--- config.mk ---
export PLATFORM = sky130hd
export DESIGN_NAME = dma_chain_engine
export DESIGN_NICKNAME = d
export VERILOG_FILES = /design/src/rtl/dma_chain_pkg.sv /design/src/rtl/dma_chain_csr.sv /design/src/rtl/dma_chain_seq.sv /design/src/rtl/dma_chain_engine.sv
export SDC_FILE = /design/constraint.sdc
export NUM_CORES = 1
export LEC_CHECK = 0
export ABC_AREA = 0
export BUFFER_PORTS_ARGS = -buffer_cell sky130_fd_sc_hd__buf_4
export CORE_ASPECT_RATIO = 2
export CORE_MARGIN = 10
export CORE_UTILIZATION = 30
export CTS_CLUSTER_SIZE = 30
export DETAILED_ROUTE_END_ITERATION = 12
export PLACE_DENSITY = 0.52
export RECOVER_POWER = 25
export SLEW_MARGIN = 15
export SYNTH_ARGS = -nofsm -noshare
export SYNTH_HDL_FRONTEND = slang
export SYNTH_SLANG_ARGS = --single-unit
--- constraint.sdc ---
create_clock -name clk -period 3.09 [get_ports clk]
set_input_delay 0.1545 -clock clk [delete_from_list [all_inputs] [get_ports clk]]
set_output_delay 0.1545 -clock clk [all_outputs]
set_load 0.1 [all_outputs]
--- src/rtl/dma_chain_pkg.sv ---
package dma_chain_pkg;

   typedef enum logic [2:0] {
      SQ_IDLE,
      SQ_FREQ,
      SQ_FWAIT,
      SQ_RREQ,
      SQ_RWAIT,
      SQ_WR,
      SQ_DONE
   } seq_state_e;

   // transfer-info flag positions
   localparam int TI_IRQ_EN   = 0;
   localparam int TI_DST_INC  = 4;
   localparam int TI_NO_WRITE = 7;
   localparam int TI_SRC_INC  = 8;
   localparam int TI_NO_READ  = 11;

   // control/status bit positions
   localparam int CS_RUN   = 0;
   localparam int CS_DONE  = 1;
   localparam int CS_IRQ   = 2;
   localparam int CS_RESET = 31;
   localparam logic [31:0] CS_KEEP_MASK = 32'h30FF_0000;

   // control-block word slots
   localparam int CB_TI     = 0;
   localparam int CB_SRC    = 1;
   localparam int CB_DST    = 2;
   localparam int CB_LEN    = 3;
   localparam int CB_STRIDE = 4;
   localparam int CB_NEXT   = 5;

   // register byte offsets
   localparam int OFS_CS     = 'h00;
   localparam int OFS_CBA    = 'h04;
   localparam int OFS_TI     = 'h08;
   localparam int OFS_SRC    = 'h0C;
   localparam int OFS_DST    = 'h10;
   localparam int OFS_LEN    = 'h14;
   localparam int OFS_STRIDE = 'h18;
   localparam int OFS_NEXT   = 'h1C;

endpackage

--- src/rtl/dma_chain_csr.sv ---
module dma_chain_csr
   import dma_chain_pkg::*;
#(
   parameter int ADDR_W = 32,
   parameter int REG_AW = 8
) (
   input  logic              clk,
   input  logic              rst_n,
   input  logic              wr_en,
   input  logic [REG_AW-1:0] addr,
   input  logic [31:0]       wdata,
   input  logic              chan_en,
   input  logic              seq_busy,
   input  logic              blk_done,
   input  logic              blk_irq,
   input  logic              chain_stop,
   input  logic [ADDR_W-1:0] next_ptr,
   output logic [31:0]       cs_word,
   output logic [ADDR_W-1:0] cb_addr,
   output logic              start,
   output logic              flush,
   output logic              irq
);

   logic [31:0] keep_q;
   logic        run_q, end_q, int_q, rst_pend;
   logic        cs_wr, cba_wr;

   assign cs_wr  = wr_en && (int'(addr) == OFS_CS);
   assign cba_wr = wr_en && (int'(addr) == OFS_CBA);
   assign flush  = cs_wr && wdata[CS_RESET];
   assign start  = cs_wr && wdata[CS_RUN] && !wdata[CS_RESET] && !run_q
                   && chan_en && (cb_addr != '0);

   always_ff @(posedge clk or negedge rst_n) begin
      if (!rst_n) begin
         keep_q   <= '0;
         run_q    <= 1'b0;
         end_q    <= 1'b0;
         int_q    <= 1'b0;
         rst_pend <= 1'b0;
         cb_addr  <= '0;
      end else begin
         rst_pend <= flush;
         if (cs_wr) keep_q <= wdata & CS_KEEP_MASK;

         if (flush)           run_q <= 1'b0;
         else if (start)      run_q <= 1'b1;
         else if (chain_stop) run_q <= 1'b0;

         if (flush)                        end_q <= 1'b0;
         else if (blk_done)                end_q <= 1'b1;
         else if (cs_wr && wdata[CS_DONE]) end_q <= 1'b0;

         if (flush)                       int_q <= 1'b0;
         else if (blk_done && blk_irq)    int_q <= 1'b1;
         else if (cs_wr && wdata[CS_IRQ]) int_q <= 1'b0;

         if (blk_done)              cb_addr <= next_ptr;
         else if (cba_wr && !run_q) cb_addr <= wdata[ADDR_W-1:0];
      end
   end

   always_comb begin
      cs_word           = keep_q;
      cs_word[CS_RESET] = rst_pend;
      cs_word[CS_IRQ]   = int_q;
      cs_word[CS_DONE]  = end_q;
      cs_word[CS_RUN]   = run_q;
   end

   assign irq = int_q;

   a_r2_start_needs_ptr: assert property (@(posedge clk) disable iff (!rst_n)
      $rose(run_q) |-> ($past(cb_addr) != '0) && $past(chan_en));
   a_r3_run_tracks_seq: assert property (@(posedge clk) disable iff (!rst_n)
      !run_q |-> !seq_busy);
   a_r3_stop_on_null: assert property (@(posedge clk) disable iff (!rst_n)
      chain_stop |-> (next_ptr == '0));
   a_r7_end_from_block: assert property (@(posedge clk) disable iff (!rst_n)
      $rose(end_q) |-> $past(blk_done));
   a_r12_reset_idles: assert property (@(posedge clk) disable iff (!rst_n)
      flush |=> !run_q && !irq && !end_q);

endmodule

--- src/rtl/dma_chain_seq.sv ---
module dma_chain_seq
   import dma_chain_pkg::*;
#(
   parameter int ADDR_W   = 32,
   parameter int DATA_W   = 32,
   parameter int CB_WORDS = 6
) (
   input  logic              clk,
   input  logic              rst_n,
   input  logic              start,
   input  logic              flush,
   input  logic [ADDR_W-1:0] cb_base,
   input  logic [DATA_W-1:0] mem_rdata,
   output logic              mem_req,
   output logic              mem_we,
   output logic [ADDR_W-1:0] mem_addr,
   output logic [DATA_W-1:0] mem_wdata,
   output logic              busy,
   output logic              blk_done,
   output logic              blk_irq,
   output logic              chain_stop,
   output logic [ADDR_W-1:0] next_ptr,
   output logic [31:0]       view_ti,
   output logic [ADDR_W-1:0] view_src,
   output logic [ADDR_W-1:0] view_dst,
   output logic [31:0]       view_len,
   output logic [31:0]       view_stride
);

   localparam int IW   = $clog2(CB_WORDS);
   localparam int STEP = DATA_W / 8;

   seq_state_e        state;
   logic [IW-1:0]     idx;
   logic [ADDR_W-1:0] fetch_base, src_q, dst_q;
   logic [31:0]       len_q;
   logic [DATA_W-1:0] data_q;
   logic [31:0]       cb_word [CB_WORDS];
   logic [31:0]       ti;
   logic              last_fetch;

   assign ti         = cb_word[CB_TI];
   assign last_fetch = (int'(idx) == CB_WORDS - 1);

   for (genvar k = 0; k < CB_WORDS; k++) begin : g_cb_slot
      always_ff @(posedge clk or negedge rst_n) begin
         if (!rst_n)                                     cb_word[k] <= '0;
         else if (state == SQ_FWAIT && int'(idx) == k)   cb_word[k] <= mem_rdata;
      end
   end

   always_ff @(posedge clk or negedge rst_n) begin
      if (!rst_n) begin
         state      <= SQ_IDLE;
         idx        <= '0;
         fetch_base <= '0;
         src_q      <= '0;
         dst_q      <= '0;
         len_q      <= '0;
         data_q     <= '0;
      end else if (flush) begin
         state <= SQ_IDLE;
      end else begin
         unique case (state)
            SQ_IDLE: if (start) begin
               fetch_base <= cb_base;
               idx        <= '0;
               state      <= SQ_FREQ;
            end
            SQ_FREQ: state <= SQ_FWAIT;
            SQ_FWAIT: begin
               if (last_fetch) begin
                  src_q <= cb_word[CB_SRC][ADDR_W-1:0];
                  dst_q <= cb_word[CB_DST][ADDR_W-1:0];
                  len_q <= cb_word[CB_LEN];
                  state <= (cb_word[CB_LEN] == '0) ? SQ_DONE : SQ_RREQ;
               end else begin
                  idx   <= idx + 1'b1;
                  state <= SQ_FREQ;
               end
            end
            SQ_RREQ: begin
               if (ti[TI_NO_READ]) begin
                  data_q <= '0;
                  state  <= SQ_WR;
               end else begin
                  state  <= SQ_RWAIT;
               end
            end
            SQ_RWAIT: begin
               data_q <= mem_rdata;
               state  <= SQ_WR;
            end
            SQ_WR: begin
               if (ti[TI_SRC_INC]) src_q <= src_q + ADDR_W'(STEP);
               if (ti[TI_DST_INC]) dst_q <= dst_q + ADDR_W'(STEP);
               if (len_q <= 32'(STEP)) begin
                  len_q <= '0;
                  state <= SQ_DONE;
               end else begin
                  len_q <= len_q - 32'(STEP);
                  state <= SQ_RREQ;
               end
            end
            SQ_DONE: begin
               if (next_ptr != '0) begin
                  fetch_base <= next_ptr;
                  idx        <= '0;
                  state      <= SQ_FREQ;
               end else begin
                  state      <= SQ_IDLE;
               end
            end
            default: state <= SQ_IDLE;
         endcase
      end
   end

   always_comb begin
      mem_req   = 1'b0;
      mem_we    = 1'b0;
      mem_addr  = '0;
      mem_wdata = '0;
      unique case (state)
         SQ_FREQ: begin
            mem_req  = 1'b1;
            mem_addr = fetch_base + (ADDR_W'(idx) << 2);
         end
         SQ_RREQ: begin
            mem_req  = !ti[TI_NO_READ];
            mem_addr = src_q;
         end
         SQ_WR: begin
            mem_req   = !ti[TI_NO_WRITE];
            mem_we    = 1'b1;
            mem_addr  = dst_q;
            mem_wdata = data_q;
         end
         default: ;
      endcase
   end

   assign busy        = (state != SQ_IDLE);
   assign blk_done    = (state == SQ_DONE) && !flush;
   assign blk_irq     = ti[TI_IRQ_EN];
   assign next_ptr    = cb_word[CB_NEXT][ADDR_W-1:0];
   assign chain_stop  = blk_done && (next_ptr == '0);
   assign view_ti     = ti;
   assign view_src    = src_q;
   assign view_dst    = dst_q;
   assign view_len    = len_q;
   assign view_stride = cb_word[CB_STRIDE];

   a_r1_fetch_slot_range: assert property (@(posedge clk) disable iff (!rst_n)
      (state == SQ_FREQ) |-> (int'(idx) < CB_WORDS));
   a_r4_src_held: assert property (@(posedge clk) disable iff (!rst_n)
      (state == SQ_WR && !ti[TI_SRC_INC]) |=> (src_q == $past(src_q)));
   a_r5_zero_fill: assert property (@(posedge clk) disable iff (!rst_n)
      (mem_req && mem_we && ti[TI_NO_READ]) |-> (mem_wdata == '0));
   a_r11_len_step: assert property (@(posedge clk) disable iff (!rst_n)
      (state == SQ_WR && !flush) |=> (len_q == '0) || (len_q == $past(len_q) - 32'(STEP)));

endmodule

--- src/rtl/dma_chain_engine.sv ---
module dma_chain_engine
   import dma_chain_pkg::*;
#(
   parameter int ADDR_W   = 32,
   parameter int DATA_W   = 32,
   parameter int REG_AW   = 8,
   parameter int CB_WORDS = 6
) (
   input  logic              clk,
   input  logic              rst_n,
   input  logic              chan_en,
   input  logic              reg_wr_en,
   input  logic [REG_AW-1:0] reg_addr,
   input  logic [31:0]       reg_wdata,
   output logic [31:0]       reg_rdata,
   output logic              mem_req,
   output logic              mem_we,
   output logic [ADDR_W-1:0] mem_addr,
   output logic [DATA_W-1:0] mem_wdata,
   input  logic [DATA_W-1:0] mem_rdata,
   output logic              irq
);

   if (DATA_W != 32) begin : g_bad_data_w
      $error("dma_chain_engine: DATA_W must be 32");
   end
   if (ADDR_W != 32) begin : g_bad_addr_w
      $error("dma_chain_engine: ADDR_W must be 32");
   end
   if (REG_AW < 5) begin : g_bad_reg_aw
      $error("dma_chain_engine: REG_AW must cover offset 0x1C");
   end
   if (CB_WORDS != 6) begin : g_bad_cb_words
      $error("dma_chain_engine: control block layout needs CB_WORDS == 6");
   end

   logic [31:0]       cs_word, v_ti, v_len, v_stride;
   logic [ADDR_W-1:0] cb_addr, next_ptr, v_src, v_dst;
   logic              start, flush, busy, blk_done, blk_irq, chain_stop;

   dma_chain_csr #(.ADDR_W(ADDR_W), .REG_AW(REG_AW)) u_csr (
      .clk        (clk),
      .rst_n      (rst_n),
      .wr_en      (reg_wr_en),
      .addr       (reg_addr),
      .wdata      (reg_wdata),
      .chan_en    (chan_en),
      .seq_busy   (busy),
      .blk_done   (blk_done),
      .blk_irq    (blk_irq),
      .chain_stop (chain_stop),
      .next_ptr   (next_ptr),
      .cs_word    (cs_word),
      .cb_addr    (cb_addr),
      .start      (start),
      .flush      (flush),
      .irq        (irq)
   );

   dma_chain_seq #(.ADDR_W(ADDR_W), .DATA_W(DATA_W), .CB_WORDS(CB_WORDS)) u_seq (
      .clk         (clk),
      .rst_n       (rst_n),
      .start       (start),
      .flush       (flush),
      .cb_base     (cb_addr),
      .mem_rdata   (mem_rdata),
      .mem_req     (mem_req),
      .mem_we      (mem_we),
      .mem_addr    (mem_addr),
      .mem_wdata   (mem_wdata),
      .busy        (busy),
      .blk_done    (blk_done),
      .blk_irq     (blk_irq),
      .chain_stop  (chain_stop),
      .next_ptr    (next_ptr),
      .view_ti     (v_ti),
      .view_src    (v_src),
      .view_dst    (v_dst),
      .view_len    (v_len),
      .view_stride (v_stride)
   );

   always_comb begin
      case (int'(reg_addr))
         OFS_CS:     reg_rdata = cs_word;
         OFS_CBA:    reg_rdata = 32'(cb_addr);
         OFS_TI:     reg_rdata = v_ti;
         OFS_SRC:    reg_rdata = 32'(v_src);
         OFS_DST:    reg_rdata = 32'(v_dst);
         OFS_LEN:    reg_rdata = v_len;
         OFS_STRIDE: reg_rdata = v_stride;
         OFS_NEXT:   reg_rdata = 32'(next_ptr);
         default:    reg_rdata = '0;
      endcase
   end

   a_r6_no_write_when_idle: assert property (@(posedge clk) disable iff (!rst_n)
      (mem_req && mem_we) |-> cs_word[CS_RUN]);
   a_r7_irq_follows_flag: assert property (@(posedge clk) disable iff (!rst_n)
      $rose(irq) |-> $past(blk_done && blk_irq));

endmodule

Yosys cells after proc, flatten, opt, wreduce, memory -nomap -nowiden
Index checks and enable logic that the tools add are counted.
W data, S select, Z words.
Operators by class
  add/sub/neg operators: 5
  order comparisons: 1
  eq/ne operators: 27
  multiplexer cells: 42
  bitwise gates (word level): 1
  reduce and logical (&&, ||, !) cells: 47
Operator list (count)
  $mux W32: 12
  $pmux W32 S2: 5
  $pmux W32 S8: 1
  $pmux W32 S3: 1
  $add A32 B3 Y32 const B: 2
  $logic_not A32 Y1: 2
  $reduce_bool A32 Y1: 2
  $add A32 B5 Y32: 1
  $eq A8 B5 Y1 const B: 4
  $le A32 B3 Y1 const B: 1
  $sub A32 B3 Y32 const B: 1
  $eq A8 B4 Y1 const B: 3
  $mux W3: 8
  $eq A3 B3 Y1 const B: 7
  $pmux W3 S7: 1
  $logic_and A1 B1 Y1: 20
  $logic_not A8 Y1: 2
  $mux W1: 12
  $reduce_and A4 Y1: 3
  $reduce_bool A3 Y1: 4
  $ne A2 B1 Y1 const B: 5
  $eq A3 B2 Y1 const B: 3
  $pmux W3 S3: 1
  $eq A8 B3 Y1 const B: 1
  other kinds (11): 21
Word-level totals
  bits in registers: 404
  input port bits: 76
  output and inout bits: 99

Depth between registers and ports, before layout
  depth after elaboration: 10
  depth in mapped cells: 10

Modules after synthesis
A second synthesis with hierarchy kept.
Unflattened totals
  cells, all modules: 2262
  area total of the unflattened synthesis: 22775.6 µm²
By module, submodules not included
  dma_chain_seq: times used 1, cells each 1763, area an instance 17993.5 µm², seq. area each 8958.6 µm²
  dma_chain_engine: times used 1, cells each 287, area an instance 2466.1 µm², seq. area each 0.0 µm²
  dma_chain_csr: times used 1, cells each 212, area an instance 2316.0 µm², seq. area each 1151.1 µm²

Worst setup path after synthesis
No wires, ideal clock.
  kind: reg-to-output
  from: reg u_seq.idx[0]
  to: out mem_addr[26]
  data arrival time: 4.143 ns
  data required time: 2.935 ns
  path slack: -1.208 ns
  stages on the path, launching flop included: 11
  buffers on the path: 1
  cells stage by stage: dfrtp_1 > ha_1 > inv_1 > fa_1 > nor2b_1 > o21ba_2 > clkbuf_1 > and4b_1 > nand3_1 > xor2_1 > o21ai_0
Between the ends
  word-level cells in the longest chain between the ends: 2
Ends and longest elaborated chain
  from (decl): line dma_chain_seq.sv:34  | logic [IW-1:0] idx;
  from (signal assigned): line dma_chain_seq.sv:78  | idx <= idx + 1'b1;
  $add A32 B5 Y32: line dma_chain_seq.sv:127  | mem_addr = fetch_base + (ADDR_W'(idx) << 2);
  $pmux W32 S3: line dma_chain_seq.sv:124  | unique case (state)
  to (decl): line dma_chain_engine.sv:18  | output logic [ADDR_W-1:0] mem_addr,
Every way passes these cells.

Worst setup path after layout
  from: reg u_seq.state[1]
  to: out mem_wdata[17]
Between the ends
  word-level cells in the longest chain between the ends: 2
Ends and longest elaborated chain
  from (decl): line dma_chain_seq.sv:33  | seq_state_e state;
  from (signal assigned): line dma_chain_seq.sv:76  | state <= (cb_word[CB_LEN] == '0) ? SQ_DONE : SQ_RREQ;
  $eq A3 B3 Y1: line dma_chain_seq.sv:124
  $mux W32: line dma_chain_seq.sv:124
  to (decl): line dma_chain_engine.sv:19  | output logic [DATA_W-1:0] mem_wdata,
Every way passes these cells.

==> flow_summary.rst <==
.. list-table::
   :header-rows: 1

   * - Metric
     - Value
   * - Result of the run
     - complete, but fails checks
   * - Violated checks
     - capacitance limit, slew limit, setup timing
   * - Layout overhead on the synthesized area
     - 24.7%
   * - GRT Resource Usage Total
     - 24.9%
   * - Global-route wire length before repair
     - 146000 µm
   * - Length of the first detailed-routing pass in iterations
     - 8
   * - Maximum achievable frequency
     - 0.320 GHz
   * - Kind of capture point of the worst setup path
     - output port
   * - Cell chosen for the clock root
     - clkbuf_16
   * - Slew margin rel.
     - -86.6%
   * - Highest Signal Layer
     - met5
   * - Synthesized instance count
     - 2168
   * - Total negative setup slack
     - -0.0798 ns
   * - Cell area after layout
     - 0.0260 mm²
   * - Starting density of the core
     - 30.3%
   * - Net count reported at finish
     - 2504
   * - Destination of the worst hold path
     - u_csr.cb_addr[30]$_DFFE_PN0P_
   * - Mean number of vias per cell
     - 5.88
   * - Wire length on met2
     - 50700 µm
   * - Mapped Area
     - 0.0209 mm²
   * - Clock net sink count
     - 404
   * - Leading cell types in the layout, fill and taps excluded
     - dfrtp_1 (403), nand2_1 (350), buf_4 (265)
   * - Synth Register Bits
     - 404
   * - Final wirelength
     - 103000 µm
   * - Part of the power in the clock network
     - 47.2%
   * - Share of the core filled with cells
     - 37.7%
   * - Via Count
     - 19700
   * - Placer Congestion
     - 0.974
   * - Cell leakage power
     - 11.0 nW
   * - Cells on Worst Hold Path
     - 3
   * - Final hold violation count
     - 0
   * - Cell internal power dissipation
     - 0.00870 W
   * - H-tree lvl count
     - 2
   * - Number of top-level pins
     - 175
   * - Final setup violation count
     - 8
   * - Layout cell share with drive strength beyond 1
     - 23.5%
   * - Starting DRC count in detailed routing
     - 2172
   * - Class of the most critical setup path
     - register to output port
   * - Number of violations of the max-capacitance limit
     - 1
   * - Capturing point of the worst reg2reg path
     - u_seq.view_len[10]$_DFFE_PN0P_
   * - Mean post-synth cell area
     - 9.62 µm²
   * - Core ar.
     - 0.0689 mm²
   * - R2r worst-path depth
     - 9
   * - Setup Slack @ Placement
     - 0.322 ns
   * - Row count
     - 136
   * - Sw Pwr
     - 0.00274 W
   * - CTS Buf Count
     - 41
   * - Startpoint of the most critical hold path
     - reg_wdata[30]
   * - Post-detailed-route wirelength per cell
     - 30.7 µm
   * - Max Clock Skew
     - 0.0211 ns
   * - Crit path setup slack, layout
     - -0.0362 ns
   * - Class of the tightest hold or removal check
     - input port to register
   * - Count of cell types in the netlist
     - 75
   * - Peak supply drop
     - 0.000334 V
   * - Data required time of the worst path
     - 2.94 ns
   * - Pin count of the biggest net entering global routing
     - 94
   * - Sw frac
     - 24.0%
   * - Total gr overflow
     - 0
   * - Clock Path Buffers
     - 3
   * - Maximum net fanout on the critical path
     - 35
   * - Number of fill cells in the layout
     - 6897
   * - Wire length on met3
     - 7120 µm
   * - Proportion of synthesized flip-flops having asynchronous set or reset
     - 100%
   * - Critical Path Start Type
     - register
   * - Remaining design rule violation count
     - 0
   * - Share of the clock period used by the worst path after layout
     - 101%
   * - Clock tree from TritonCTS
     - done
   * - CTS clock-pin slew for the worst setup and hold paths
     - 0.07 ns
   * - Share of power burned in combinational logic
     - 5.2%
   * - Hpwl dp
     - 76800 µm
   * - Final min period
     - 3.13 ns
   * - Post-Route M1 WL
     - 36200 µm
   * - Vias in the first global route
     - 20000
   * - Sequential share of power
     - 47.6%
   * - Proportion of synthesized chip area in sequential cells
     - 48.5%
   * - Number of max-slew violations in the final report
     - 93
   * - Remaining antenna violation count after routing
     - 0
   * - Worst reg2reg setup slack
     - 0.25 ns
   * - Measured slew at the worst slew-check pin
     - 2.80 ns
   * - Post-synth net total
     - 2257
   * - Die H
     - 393 µm
   * - Chip width
     - 206 µm
   * - Most common cell after layout, fill and taps aside
     - dfrtp_1
   * - Final hold slack
     - 0.0687 ns
   * - RSZ-0062 raised after global routing
     - yes
   * - Yosys warnings
     - 0
   * - Top flip-flop cell by instance count after synthesis
     - dfrtp_1
   * - Count of port buffers added during placement
     - 174
   * - Cell Area, Placed
     - 0.0239 mm²
   * - Worst reg2reg path startpoint
     - u_seq.view_len[3]$_DFFE_PN0P_
   * - Insertion delay to the later sink of the worst-skew pair
     - 0.58 ns
   * - Pwr Density
     - 440 mW/mm²
   * - Data arrival at the endpoint of the critical path
     - 2.97 ns
   * - Number of enable flip-flop cells after synthesis
     - 0
   * - Die Outline Area
     - 0.0811 mm²
   * - Antenna violations before repair
     - 3
## area by class of cell
cell class	instances	area [µm²]	share of cell area [%]
Tap cell	897	1120	4.32
Timing Repair Buffer	362	3090	11.9
Sequential cell	404	10100	38.9
Antenna cell	1	2.50	0.00962
Clock buffer	59	1220	4.68
Clock inverter	16	201	0.774
Inverter	17	77.6	0.298
Multi-Input combinational cell	1589	10200	39.2
## cells in the mapped netlist (all sizes together), types with 26 or more instances
| cell | instances | area share [%] |
|---|---|---|
| dfrtp | 404 | 48 |
| nand2 | 352 | 6.3 |
| mux2 | 176 | 9.5 |
| nor2 | 147 | 2.7 |
| clkbuf | 128 | 2.4 |
| o21ai | 104 | 2.5 |
| a21oi | 96 | 2.3 |
| a22oi | 86 | 3.1 |
| a31oi | 81 | 2.4 |
| nand3 | 73 | 1.8 |
| and2 | 52 | 1.6 |
| a22o | 51 | 2.1 |
| nor4 | 41 | 1.4 |
| buf | 30 | 0.71 |
| nor3 | 29 | 0.70 |
| a222oi | 27 | 1.3 |
| o22ai | 27 | 0.81 |
| and3 | 26 | 0.79 |
## power by group through the flow
stage               Sequential, W  Combinational (W)  Clock (W)
floorplan                 0.00551           0.000159          0
global placement          0.00554           0.000535          0
detailed placement        0.00554           0.000543          0
CTS                       0.00544           0.000614    0.00550
global route              0.00545           0.000644    0.00566
finish                    0.00544           0.000598    0.00540
## worst max-delay path: stages (launching register included)
cell	delay (ns)
dfrtp_1	0.46
buf_4	0.25
nand3b_1	0.22
bufinv_8	0.35
buf_12	0.24
buf_4	0.30
and2_1	0.20
buf_4	0.30
## through the flow
stage | total power [W] | instances
after floorplan | 0.00567 | 2168
after global placement | 0.00607 | 3200
after detailed placement | 0.00608 | 3200
after CTS | 0.0116 | 3342
after global routing | 0.0117 | 3345
final | 0.0114 | 3345
## layer usage
metal	vias up	global-route usage [%]
met5	-	0
met4	4	18.5
met3	340	3.87
met2	1064	42.1
met1	9820	27.6
li1	8449	-
## worst max-delay path by stage
stage                                          startpoint                             end  slack, ns  cells past startpoint
after global routing           u_seq.state[1]$_DFFE_PN0P_                   mem_wdata[30]      -0.11                      7
final                          u_seq.state[1]$_DFFE_PN0P_                   mem_wdata[17]      -0.04                      7
after detailed placement    u_seq.view_len[3]$_DFFE_PN0P_  u_seq.view_len[10]$_DFFE_PN0P_       0.32                      9
after floorplan                  u_seq.idx[0]$_DFFE_PN0P_                    mem_addr[26]      -0.29                     10
after global placement      u_seq.view_len[3]$_DFFE_PN0P_      u_seq.state[0]$_DFFE_PN0P_       0.37                      9
after CTS                 u_seq.fetch_base[2]$_DFFE_PN0P_                     mem_addr[6]      0.001                     10
## flip-flops by register name, indices dropped and copies added, names as in the netlist
| signal | cells |
|---|---|
| u_csr.run_q | 1 |
| u_seq.view_ti | 32 |
| u_seq.data_q | 32 |
| u_csr.rst_pend | 1 |
| u_csr.irq | 1 |
| u_seq.view_src | 32 |
| u_csr.keep_q | 10 |
| u_csr.end_q | 1 |
| u_csr.cb_addr | 32 |
| u_seq.fetch_base | 32 |
| u_seq.next_ptr | 32 |
| u_seq.view_dst | 32 |
| u_seq.view_len | 32 |
| u_seq.view_stride | 32 |
| u_seq.state | 3 |
| u_seq.idx | 3 |
| u_seq.cb_word | 96 |
## repair_timing
action,4_1_cts,5_1_grt
endpoints found under the setup margin,18,27
hold buffers,66,0
buffers inserted,1,2
pin swaps,2,3
cloned,0,0
gates resized for setup,10,16
endpoints found under the hold margin,301,0
## cell families (layout without fill, tap and decap cells)
family | after synthesis | in the layout | share of synthesized area [%]
adders and majority gates | 13 | 13 | 0.816
AOI/OAI and AO/OA | 561 | 561 | 18.2
buffers and inverters | 175 | 454 | 3.37
muxes | 187 | 187 | 10.0
DFF | 404 | 404 | 48.5
xor gates and xnor gates | 27 | 27 | 1.13
other | 0 | 1 | 0
and+or+nand+nor | 801 | 801 | 18.0
Note: power is estimated with default switching activity, not from simulation.
